--- config.mk ---
export PLATFORM = sky130hd
export DESIGN_NAME = cascade_irq_ctrl
export DESIGN_NICKNAME = d
export VERILOG_FILES = /design/src/rtl/irqc_pkg.sv /design/src/rtl/irqc_hibit.sv /design/src/rtl/irqc_group.sv /design/src/rtl/irqc_mask_regs.sv /design/src/rtl/cascade_irq_ctrl.sv
export SDC_FILE = /design/constraint.sdc
export NUM_CORES = 1
export LEC_CHECK = 0
export BUFFER_PORTS_ARGS = -buffer_cell sky130_fd_sc_hd__buf_4
export CAP_MARGIN = 20
export CORE_MARGIN = 3
export CORE_UTILIZATION = 33
export DETAILED_ROUTE_END_ITERATION = 10
export PLACE_DENSITY = 0.54
export SLEW_MARGIN = 30
export SYNTH_ARGS = -nofsm -noshare
export SYNTH_HDL_FRONTEND = slang
export SYNTH_SLANG_ARGS = --single-unit
--- constraint.sdc ---
create_clock -name clk -period 1.62 [get_ports clk]
set_input_delay 0.324 -clock clk [delete_from_list [all_inputs] [get_ports clk]]
set_output_delay 0.324 -clock clk [all_outputs]
set_load 0.02 [all_outputs]
--- src/rtl/irqc_pkg.sv ---
package irqc_pkg;
  typedef enum logic [2:0] {
    CAT_NONE    = 3'd0,
    CAT_TIMER   = 3'd1,
    CAT_LOCAL0  = 3'd2,
    CAT_LOCAL1  = 3'd3,
    CAT_BUSERR  = 3'd4,
    CAT_COUNTER = 3'd5
  } irq_cat_e;

  localparam int GROUP_W   = 8;
  localparam int N_GROUPS  = 2;
  localparam int N_MASKS   = 2 * N_GROUPS;
endpackage

--- src/rtl/irqc_hibit.sv ---
module irqc_hibit #(
  parameter int W  = 8,
  localparam int IW = $clog2(W)
) (
  input  logic [W-1:0]  vec,
  output logic          found,
  output logic [IW-1:0] idx
);
  always_comb begin
    found = 1'b0;
    idx   = '0;
    for (int i = 0; i < W; i++) begin
      if (vec[i]) begin
        found = 1'b1;
        idx   = IW'(i);
      end
    end
  end
endmodule

--- src/rtl/irqc_group.sv ---
module irqc_group #(
  parameter int W        = 8,
  parameter int MAP_BIT  = 2,
  parameter int PRI_BASE = 8,
  parameter int SEC_BASE = 24,
  parameter int NUMW     = 6,
  localparam int IW      = $clog2(W)
) (
  input  logic [W-1:0]    stat,
  input  logic [W-1:0]    mask,
  input  logic [W-1:0]    map_stat,
  input  logic [W-1:0]    sec_mask,
  output logic            grp_valid,
  output logic [NUMW-1:0] grp_num
);
  logic [W-1:0]  pri_pend;
  logic [W-1:0]  sec_pend;
  logic          pri_found;
  logic          sec_found;
  logic [IW-1:0] pri_idx;
  logic [IW-1:0] sec_idx;
  logic          map_hit;

  assign pri_pend = stat & mask;
  assign sec_pend = map_stat & sec_mask;
  assign map_hit  = pri_pend[MAP_BIT];

  irqc_hibit #(.W(W)) u_pri (.vec(pri_pend), .found(pri_found), .idx(pri_idx));
  irqc_hibit #(.W(W)) u_sec (.vec(sec_pend), .found(sec_found), .idx(sec_idx));

  always_comb begin
    grp_valid = 1'b0;
    grp_num   = '0;
    if (map_hit) begin
      if (sec_found) begin
        grp_valid = 1'b1;
        grp_num   = NUMW'(SEC_BASE) + NUMW'(sec_idx);
      end
    end else if (pri_found) begin
      grp_valid = 1'b1;
      grp_num   = NUMW'(PRI_BASE) + NUMW'(pri_idx);
    end
  end
endmodule

--- src/rtl/irqc_mask_regs.sv ---
module irqc_mask_regs #(
  parameter int W  = 8,
  parameter int N  = 4,
  localparam int AW = $clog2(N)
) (
  input  logic             clk,
  input  logic             rst_n,
  input  logic             we,
  input  logic [AW-1:0]    addr,
  input  logic [W-1:0]     wdata,
  output logic [W-1:0]     rdata,
  output logic [N-1:0][W-1:0] masks
);
  logic [N-1:0][W-1:0] mask_q;
  logic [N-1:0][W-1:0] mask_d;
  logic [N-1:0]        mask_en;

  always_comb begin
    mask_d  = mask_q;
    mask_en = '0;
    for (int i = 0; i < N; i++) begin
      if (we && (addr == AW'(i))) begin
        mask_en[i] = 1'b1;
        mask_d[i]  = wdata;
      end
    end
  end

  for (genvar g = 0; g < N; g++) begin : g_reg
    always_ff @(posedge clk or negedge rst_n) begin
      if (!rst_n) begin
        mask_q[g] <= '0;
      end else if (mask_en[g]) begin
        mask_q[g] <= mask_d[g];
      end
    end
  end

  assign rdata = mask_q[addr];
  assign masks = mask_q;

  AST_WRITE_LANDS: assert property (@(posedge clk) disable iff (!rst_n)
    we |=> (mask_q[$past(addr)] == $past(wdata))) else $error("write lost");

  AST_IDLE_HOLDS: assert property (@(posedge clk) disable iff (!rst_n)
    !we |=> $stable(mask_q)) else $error("mask changed without write");
endmodule

--- src/rtl/cascade_irq_ctrl.sv ---
module cascade_irq_ctrl #(
  parameter int IRQ_BASE = 8,
  parameter int MAP_BIT0 = 2,
  parameter int MAP_BIT1 = 3,
  localparam int W       = irqc_pkg::GROUP_W,
  localparam int NG      = irqc_pkg::N_GROUPS,
  localparam int NM      = irqc_pkg::N_MASKS,
  localparam int AW      = $clog2(NM),
  localparam int NUMW    = $clog2(IRQ_BASE + NM * W)
) (
  input  logic            clk,
  input  logic            rst_n,
  input  logic [W-1:0]    loc0_stat,
  input  logic [W-1:0]    loc1_stat,
  input  logic [W-1:0]    map_stat,
  input  logic            tmr_req,
  input  logic            buserr_req,
  input  logic            ctr0_req,
  input  logic            ctr1_req,
  input  logic            reg_we,
  input  logic [AW-1:0]   reg_addr,
  input  logic [W-1:0]    reg_wdata,
  output logic [W-1:0]    reg_rdata,
  output logic            irq_valid,
  output logic [2:0]      irq_cat,
  output logic [NUMW-1:0] irq_num
);
  import irqc_pkg::*;

  logic       rst_meta_n;
  logic       rst_sync_n;

  always_ff @(posedge clk or negedge rst_n) begin
    if (!rst_n) begin
      rst_meta_n <= 1'b0;
      rst_sync_n <= 1'b0;
    end else begin
      rst_meta_n <= 1'b1;
      rst_sync_n <= rst_meta_n;
    end
  end

  logic [NM-1:0][W-1:0] masks;
  logic [NG-1:0][W-1:0] stats;
  logic [NG-1:0]        g_valid;
  logic [NG-1:0][NUMW-1:0] g_num;

  assign stats[0] = loc0_stat;
  assign stats[1] = loc1_stat;

  irqc_mask_regs #(.W(W), .N(NM)) u_regs (
    .clk   (clk),
    .rst_n (rst_sync_n),
    .we    (reg_we),
    .addr  (reg_addr),
    .wdata (reg_wdata),
    .rdata (reg_rdata),
    .masks (masks)
  );

  for (genvar g = 0; g < NG; g++) begin : g_grp
    irqc_group #(
      .W        (W),
      .MAP_BIT  ((g == 0) ? MAP_BIT0 : MAP_BIT1),
      .PRI_BASE (IRQ_BASE + g * W),
      .SEC_BASE (IRQ_BASE + (NG + g) * W),
      .NUMW     (NUMW)
    ) u_grp (
      .stat      (stats[g]),
      .mask      (masks[g]),
      .map_stat  (map_stat),
      .sec_mask  (masks[NG + g]),
      .grp_valid (g_valid[g]),
      .grp_num   (g_num[g])
    );
  end

  irq_cat_e        cat_d, cat_q;
  logic [NUMW-1:0] num_d, num_q;
  logic            valid_d, valid_q;

  always_comb begin
    cat_d = CAT_NONE;
    num_d = '0;
    if (tmr_req) begin
      cat_d = CAT_TIMER;
    end else if (g_valid[0]) begin
      cat_d = CAT_LOCAL0;
      num_d = g_num[0];
    end else if (g_valid[1]) begin
      cat_d = CAT_LOCAL1;
      num_d = g_num[1];
    end else if (buserr_req) begin
      cat_d = CAT_BUSERR;
    end else if (ctr0_req || ctr1_req) begin
      cat_d = CAT_COUNTER;
    end
    valid_d = (cat_d != CAT_NONE);
  end

  always_ff @(posedge clk or negedge rst_sync_n) begin
    if (!rst_sync_n) begin
      cat_q   <= CAT_NONE;
      num_q   <= '0;
      valid_q <= 1'b0;
    end else begin
      cat_q   <= cat_d;
      num_q   <= num_d;
      valid_q <= valid_d;
    end
  end

  assign irq_cat   = cat_q;
  assign irq_num   = num_q;
  assign irq_valid = valid_q;

  AST_TIMER_FIRST: assert property (@(posedge clk) disable iff (!rst_sync_n)
    tmr_req |=> (irq_cat == 3'd1 && irq_num == '0)) else $error("timer lost");

  AST_LOCAL0_PASSES: assert property (@(posedge clk) disable iff (!rst_sync_n)
    (!tmr_req && g_valid[0]) |=> (irq_cat == 3'd2 && irq_num == $past(g_num[0])))
    else $error("local0 lost");

  AST_BUSERR_ORDER: assert property (@(posedge clk) disable iff (!rst_sync_n)
    (buserr_req && !tmr_req && g_valid == '0) |=> irq_cat == 3'd4)
    else $error("bus error order");

  AST_COUNTER_LAST: assert property (@(posedge clk) disable iff (!rst_sync_n)
    ((ctr0_req || ctr1_req) && !tmr_req && !buserr_req && g_valid == '0) |=> irq_cat == 3'd5)
    else $error("counter lost");

  AST_IDLE_QUIET: assert property (@(posedge clk) disable iff (!rst_sync_n)
    (!tmr_req && !buserr_req && !ctr0_req && !ctr1_req && g_valid == '0) |=> !irq_valid)
    else $error("spurious valid");

  AST_LOCAL_NUM_RANGE: assert property (@(posedge clk) disable iff (!rst_sync_n)
    (irq_cat == 3'd2 || irq_cat == 3'd3) |-> (irq_num >= NUMW'(IRQ_BASE)))
    else $error("local number out of range");
endmodule

Yosys cells after proc, flatten, opt, wreduce, memory -nomap -nowiden
Cells that the tools add are included.
Word-level totals
  output and inout bits: 18
  input port bits: 41
  word-level logic and storage cells: 118
  bits in registers: 44
Cells by class
  order comparisons: 1
  add/sub/neg operators: 4
  mux-type cells: 86
  reduce and logical (&&, ||, !) cells: 11
  equality and inequality tests: 3
  bitwise operators: 4
Operators with widths (count)
  3-bit 2-to-1 mux: 29
  6-bit 2-to-1 mux: 9
  1-bit 2-to-1 mux: 46
  8-bit AND: 4
  8-bit binary-select mux with 2-bit select: 1
  5-bit by 3-bit adder with 6-bit output (first input constant): 2
  8-bit 2-to-1 mux: 1
  2-bit AND reduction: 4
  6-bit by 3-bit adder with 6-bit output (first input constant): 1
  4-bit by 3-bit adder with 5-bit output (first input constant): 1
  2-bit equality test (second input constant): 2
  1-bit logical AND: 4
  2-bit by 3-bit less-than comparator with 1-bit output (second input constant): 1
  3-bit nonzero test: 1
  2-bit by 1-bit equality test with 1-bit output (second input constant): 1
  2-bit logical NOT: 1
  1-bit logical OR: 1

Longest topological paths before layout
Gate-level depths: netlist of run 1.
  depth in word-level cells: 15
  gate-level depth with buffers: 5
  gate-level depth less buffers: 5

Modules after synthesis
A second synthesis of run 1 with hierarchy kept.
Unflattened totals
  cells, all modules: 218
  area total of the unflattened synthesis: 2467.4 µm²
Modules (own cells, without submodules)
  irqc_mask_regs: seq. area each 800.8 µm², cells each 78, instances 1, area each 1426.4 µm²
  cascade_irq_ctrl: seq. area each 300.3 µm², cells each 31, instances 1, area each 435.4 µm²
  irqc_hibit: seq. area each 0.0 µm², cells each 12, instances 4, area each 57.6 µm²
  irqc_group at g_grp[0].u_grp: seq. area each 0.0 µm², cells each 31, instances 1, area each 191.4 µm²
  irqc_group at g_grp[1].u_grp: seq. area each 0.0 µm², cells each 30, instances 1, area each 183.9 µm²

Worst setup path before layout of run 1
No wires, ideal clock.
  path type: register to register
  start: register u_regs.mask_q, in the netlist u_regs.masks[2]
  end: register valid_q, in the netlist irq_valid
  path buffers: 0
  period minus slack after synthesis: 1.792 ns
  arrival: 1.653 ns
  library setup time: 0.139 ns
  stages on the path, launching flop included: 6
  data required time: 1.481 ns
  setup slack: -0.172 ns
  cells stage by stage: dfrtp_1 -> a222oi_1 -> nand3_2 -> o21ai_2 -> nand3b_2 -> or4_1
On the way
  cells in the longest elaborated chain, start to end: 12
Ends and longest elaborated chain
  from (decl): RTL line irqc_mask_regs.sv:14  | logic [N-1:0][W-1:0] mask_q;
  from (signal, indexed assignment): RTL line irqc_mask_regs.sv:34  | mask_q[g] <= mask_d[g];
  8-bit AND *: RTL line irqc_group.sv:24  | assign pri_pend = stat & mask;
  1-bit 2-to-1 mux (6 in a row): RTL line irqc_hibit.sv:13  | if (vec[i]) begin
  1-bit 2-to-1 mux: RTL line irqc_group.sv:39  | end else if (pri_found) begin
  1-bit 2-to-1 mux *: RTL line irqc_group.sv:34  | if (map_hit) begin
  3-bit 2-to-1 mux *: RTL line cascade_irq_ctrl.sv:87  | end else if (g_valid[0]) begin
  3-bit 2-to-1 mux *: RTL line cascade_irq_ctrl.sv:85  | if (tmr_req) begin
  3-bit nonzero test *: RTL line cascade_irq_ctrl.sv:98  | valid_d = (cat_d != CAT_NONE);
  named net valid_d: RTL line cascade_irq_ctrl.sv:80  | logic valid_d, valid_q;
  to (signal assigned): RTL line cascade_irq_ctrl.sv:109  | valid_q <= valid_d;
  to (decl): RTL line cascade_irq_ctrl.sv:80
The timed path passes the listed nets; every way through them passes the cells marked *.
A chain may end at the register's enable or synchronous reset.

Worst setup path after layout of run 1
  start: register u_regs.mask_q, in the netlist u_regs.masks[27]
  end: output port reg_rdata[3]
On the way
  cells in the longest elaborated chain, start to end: 2
Ends and longest elaborated chain
  8-bit binary-select mux with 2-bit select: RTL line irqc_mask_regs.sv:39  | assign rdata = mask_q[addr];
  8-bit 2-to-1 mux (not written as such): RTL line irqc_mask_regs.sv:39
  to (decl): RTL line cascade_irq_ctrl.sv:23  | output logic [W-1:0] reg_rdata,
Every way passes these cells. The select of a mux whose other input is x is not followed.

==> results of run 1 <==
==> worst max path at each step <==
stage	from	to	slack, ns	cells after the start
3_3_place_gp	loc0_stat[0]	irq_valid	-0.21	7
4_1_cts	u_regs.masks[27]	reg_rdata[3]	-0.17	3
6_report	u_regs.masks[27]	reg_rdata[3]	-0.18	3
3_5_place_dp	loc0_stat[2]	irq_valid	-0.24	6
2_1_floorplan	u_regs.masks[2]	irq_valid	-0.17	5
5_1_grt	u_regs.masks[3]	irq_valid	-0.27	7
==> registers in the layout, indices dropped and copies added, names as in the netlist <==
register	flops
irq_cat	3
irq_num	6
irq_valid	1
rst_meta_n	1
rst_sync_n	1
u_regs.masks	32
==> worst reg2reg max path, stage by stage (launching register included) <==
cell      delay (ns)
dfrtp_1         0.42
a222oi_1        0.34
buf_4           0.18
nand3_4         0.09
o21ai_4         0.13
nand3b_4        0.09
or4_1           0.40
==> timing repair <==
action | CTS | global route
pin swaps | 5 | 6
setup buffers | 18 | 5
hold endpoints to repair | 2 | 0
resized for setup | 37 | 23
hold buffers | 1 | 0
setup endpoints to repair | 13 | 18
==> final cells by class <==
type | count | area (µm²)
Clock buffer | 6 | 82.6
Clock inverter | 2 | 10.0
Fill cell | 548 | 2680
Multi-Input combinational cell | 127 | 1200
Sequential cell | 44 | 1100
Tap cell | 77 | 96.3
Timing Repair Buffer | 150 | 1260
==> logic make-up (layout without fill, tap and decap cells) <==
group,count (synthesis),in the layout
multiplexers,41,41
AO/OA/AOI/OAI,41,41
other,1,1
flip-flops,44,44
buffers and inverters,3,158
AND/OR/NAND/NOR,44,44
==> synthesized netlist by cell type, drive strengths merged (2+ instances only) <==
cell type,instances
a222oi,2
a21oi,4
a31oi,4
nor3b,2
nor2,3
o21ai,6
nand2,21
mux2,32
nand3b,3
mux4,8
a32o,4
buf,3
a221oi,2
nand3,9
dfrtp,44
a22oi,13
nand4,4
a2111oi,2
==> layer usage <==
layer,vias to the layer above,global-route usage (%)
met3,9,3.76
li1,1008,-
met2,72,31.8
met1,1068,26.3
met5,-,0
met4,0,5.58
==> metrics by stage <==
stage	instances	hold slack, ns	util, %
after floorplan	174	0.0284	-
after global placement	375	0.107	50.5
after detailed placement	375	0.107	50.5
after CTS	401	0.233	56.3
after global routing	406	0.240	58.3
final	406	0.241	58.3
==> report_power, final <==
group / switching [W] / internal, W / leakage (nW)
logic: 0.000706 / 0.00102 / 1.17
registers: 0.000132 / 0.00128 / 0.525
clock network: 0.000387 / 0.000341 / 0.0510
==> run summary, run 1 <==
Status = finished with violations
Failing checks = setup timing
R2R depth = 6
Critical Path End Type = output port
Pre-CTS setup slack = -0.239 ns
Max-slew violation count = 0
Synth Flop Type = dfrtp_1
Ys async rst share = 100%
Final hold viol count = 0
CP Buf/Inv Count = 2
I/O pin count = 59
Beginning of the worst register-to-register path = u_regs.masks[0]
Clk root buf = clkbuf_8
Clk Latency, worst-skew pair = 0.30 ns
WL/cell = 17.4 µm
First-pass GRT wire length = 11100 µm
Synth Area in Compound Gates = 14.0%
Tightest Pin Transition = 0.555 ns
Final HPWL DP = 5380 µm
Max-Cap Viols = 0
WL final = 7070 µm
Critical path's largest stage delay = 0.48 ns
Hold Crit Class = primary input to flop
Detailed Routing Iterations Pass 1 = 4
Commonest non-fill, non-tap cell in the layout = buf_4
DR iter-0 viols = 97
Vert. Die Dim = 87.7 µm
Initial Util = 34.3%
Die area = 7700 µm²
TNS Setup = -1.72 ns
Share of layout cells above drive strength 1 = 67.2%
Final Worst Setup Slack = -0.182 ns
Detailed-route via count = 2157
Num rows = 29
IO buf count = 58
Max rail drop VDD = 0.727 mV
Worst EP required = 1.30 ns
Post-synthesis sequential area ratio = 49.9%
Top-area cell type share of the netlist area = 49.9%
Total Routing Usage GR = 19.4%
CP Data Arrival Time = 1.48 ns
DRC violation count after routing = 0
GPL Wtd Cong = 0.906
GR Overflow Total = 0
Reg-to-reg critical path endpoint = irq_valid
Hold Crit Start = ctr0_req
Vias in the first global route = 2194
Warnings from Yosys = 0
Nets = 369
Clock sinks = 44
N_diodes = 0
Area post-placement = 3240 µm²
Routed wl met2 = 3510 µm
Cell mode on critical path = buf_6
Final setup viols = 12
Post-synthesis simple-gate area fraction = 10.2%
Yosys cell types = 32
Syn_nets = 215
Largest cells by area after synthesis = dfrtp_1 50%, mux2_2 16%, mux4_2 7.2%
Post-synthesis xor/xnor area fraction = 0%
Largest net degree at the start of global routing = 43
Final period util = 111%
Area growth syn-to-layout = 69.8%
Post-synthesis adder-cell area fraction = 0%
Mapped Cells = 174
Critical-path cell list = buf_6, mux4_2, buf_6
RSZ-0062 raised after global routing = yes
Total power = 0.00386 W
Synthesized area = 2200 µm²
CTS tree = done
EDFF count, synth = 0
Mapped Avg Cell Area = 12.7 µm²
Antenna violation net count after detailed routing = 0
Power per cell area = 1030 nW/µm²
Tmin final = 1.80 ns
CTS Buffer Depth = 2
Critical path peak fanout = 2
Critical path launch point type = flop
Seq cells post-synth = 44
Top Layer Used = met4
Total CTS buffers = 5
Leak = 1.74 nW
Hold endpoint = irq_valid
Kind of cell adding the most delay to the critical path = multiplexers
Initial antenna violation count = 0
Routed wl met3 = 318 µm
Mux share of post-synthesis cell area = 25.1%
Worst-path clk slew = 0.09 ns
Final Skew = 0.00918 ns
Core box area = 6420 µm²
Post-Route M1 WL = 3150 µm
Synth area leader = dfrtp_1
Cells on Worst Hold Path = 2
Post-route cell area = 3740 µm²
Max Clk Rate = 0.555 GHz
Commonest non-fill, non-tap cells in the layout = 115 x buf_4, 44 x dfrtp_1, 34 x buf_6, 32 x mux2_2, 20 x nand2_1
Die X = 87.7 µm
CP max-delay cell = mux4_2
Kind of critical path = flop to output port
Slew Limit Headroom = 63.0%
Reg2reg setup slack = -0.16 ns
Vias per cell = 5.31
Largest family of logic cells by synthesized area = multiplexers
H-tree lvl count = 2
(Power assumes the default switching activity.)
==> run 2: changes to the inputs <==
clock period = 1.7 ns   (was 1.62 ns; I/O delays follow)
==> run summary, run 2 (same netlist as run 1, synthesis figures left out) <==
Status = finished with violations
Failing checks = setup timing
GR Overflow Total = 0 (unchanged)
Slew Limit Headroom = 64.7% (+1.7 points)
Area growth syn-to-layout = 63.3%
Final hold viol count = 0 (unchanged)
Initial antenna violation count = 0 (unchanged)
Largest net degree at the start of global routing = 43 (unchanged)
H-tree lvl count = 2 (unchanged)
Fillers = 569 (+3.8%)
Max-slew violation count = 0 (unchanged)
Reg-to-reg critical path endpoint = irq_valid
Final period util = 107%
Final Skew = 0.00970 ns (+0.000523 ns)
Clk Latency, worst-skew pair = 0.30 ns (about the same)
Clk root buf = clkbuf_8
WL final = 6960 µm (-1.6%)
Commonest non-fill, non-tap cells in the layout = 111 x buf_4, 44 x dfrtp_1, 32 x mux2_2, 27 x buf_6, 20 x nand2_1
Register area = 1100 µm² (unchanged)
DRC violation count after routing = 0 (unchanged)
Vias per cell = 5.27 (-0.84%)
Critical path peak fanout = 2 (unchanged)
Vert. Die Dim = 87.7 µm (unchanged)
Pre-CTS setup slack = -0.179 ns (+0.0600 ns)
Share of layout cells above drive strength 1 = 63.2% (-4.0 points)
Leak = 1.67 nW (-4.1%)
Vias in the first global route = 2123 (-3.2%)
Crit path to = reg_rdata[0]
Die area = 7700 µm² (unchanged)
Num rows = 29 (unchanged)
Max FFs per register = 32 (unchanged)
Nets = 358 (-3.0%)
Cells on Worst Hold Path = 2 (unchanged)
Power per cell area = 995 nW/µm² (-3.6%)
Final setup viols = 12 (unchanged)
Max-Cap Viols = 0 (unchanged)
Core box area = 6420 µm² (unchanged)
Tightest Pin Transition = 0.516 ns (-0.0388 ns)
R2R depth = 5 (-1)
Footprint of the multi-input gates = 1160 µm² (-3.2%)
Beginning of the worst register-to-register path = u_regs.masks[18]
Hold Crit Start = ctr0_req
First-pass GRT wire length = 10900 µm (-1.7%)
Hold Crit Class = primary input to flop
Tmin final = 1.82 ns
WL/cell = 17.6 µm (+1.1%)
TNS Setup = -0.997 ns (+0.722 ns)
Worst setup startpoint = u_regs.masks[0]
Die X = 87.7 µm (unchanged)
CP Data Arrival Time = 1.48 ns (about the same)
Worst-path clk slew = 0.09 ns (about the same)
Reg2reg setup slack = -0.11 ns (+0.05 ns)
CTS tree = done
Max Clk Rate = 0.548 GHz
Hold slack = 0.253 ns (+0.0123 ns)
Detailed-route via count = 2081 (-3.5%)
CTS Buffer Depth = 2 (unchanged)
I/O pin count = 59 (unchanged)
Max rail drop VDD = 0.526 mV (-28%)
Initial Util = 34.3% (unchanged)
Clock sinks = 44 (unchanged)
Worst EP required = 1.36 ns (+0.06 ns)
RSZ-0062 raised after global routing = yes
GPL Wtd Cong = 0.883 (-2.5%)
IO buf count = 58 (unchanged)
Final HPWL DP = 5370 µm (-0.18%)
Total Routing Usage GR = 19.1% (-0.35 points)
Total CTS buffers = 5 (unchanged)
Antenna violation net count after detailed routing = 0 (unchanged)
N_diodes = 0 (unchanged)
Final Util = 56.0% (-2.2 points)
Kind of critical path = flop to output port
Critical Path End Type = output port
Detailed Routing Iterations Pass 1 = 4 (unchanged)
DR iter-0 viols = 103 (+6.2%)
Critical path launch point type = flop
Commonest non-fill, non-tap cell in the layout = buf_4
Final Worst Setup Slack = -0.125 ns (+0.0572 ns)
run 2: cell types whose count changed in the layout (fill, tap and decap cells not counted), moves of 2 or more:
| cell | previous run | this run |
|---|---|---|
| buf_4 | 115 | 111 |
| clkinv_2 | 2 | 0 |
| nor2_1 | 1 | 3 |
| a22oi_2 | 7 | 1 |
| buf_6 | 34 | 27 |
| clkinvlp_4 | 0 | 2 |
| nor2_2 | 2 | 0 |
| a22oi_1 | 6 | 12 |
run 2: worst min-delay path by stage:
stage,end,slack (ns)
3_5_place_dp,rst_sync_n,0.12
5_1_grt,irq_valid,0.26
2_1_floorplan,rst_meta_n,0.04
3_3_place_gp,rst_meta_n,0.12
4_1_cts,irq_valid,0.25
6_report,irq_valid,0.25
run 2: repair_timing:
| action | 4_1_cts | 5_1_grt |
|---|---|---|
| pin swaps | 5 | 4 |
| endpoints found under the setup margin | 11 | 16 |
| resized for setup | 33 | 10 |
| setup buffers | 15 | 6 |
| hold buffers | 1 | 0 |
| hold endpoints to repair | 2 | 0 |
| cloned | 0 | 0 |
run 2: critical path: stages (launching register included):
cell	delay [ns]
dfrtp_1	0.42
buf_4	0.15
mux4_2	0.47
buf_6	0.15
run 2: routing by layer:
metal / vias up / wire length [µm] / part of all wire (%) / track usage, %
met4: 0 / 108 / 1.6 / 5.30
met5: - / 0 / 0 / 0
li1: 987 / - / - / -
met3: 11 / 347 / 5.0 / 3.86
met1: 1016 / 2940 / 42 / 25.2
met2: 67 / 3560 / 51 / 31.9
run 2: where the power goes:
group,switching (W),internal (W),leakage (nW)
registers,0.000126,0.00122,0.525
logic,0.000637,0.000893,1.10
clock network,0.000375,0.000329,0.0434
run 2: per-stage QoR:
step	std cells	cell area (µm²)	total power (W)
global placement	365	3170	0.00258
CTS	389	3510	0.00354
floorplan	174	2200	0.00191
finish	395	3600	0.00358
global route	395	3600	0.00378
detailed placement	365	3170	0.00259
run 2: layout make-up:
type / count / share of cell area [%]
clock buffers: 6 / 2.29
clock inverters: 2 / 0.417
multi-input cells: 127 / 32.2
flip-flops and latches: 44 / 30.6
well taps: 77 / 2.68
repair buffers: 139 / 31.9
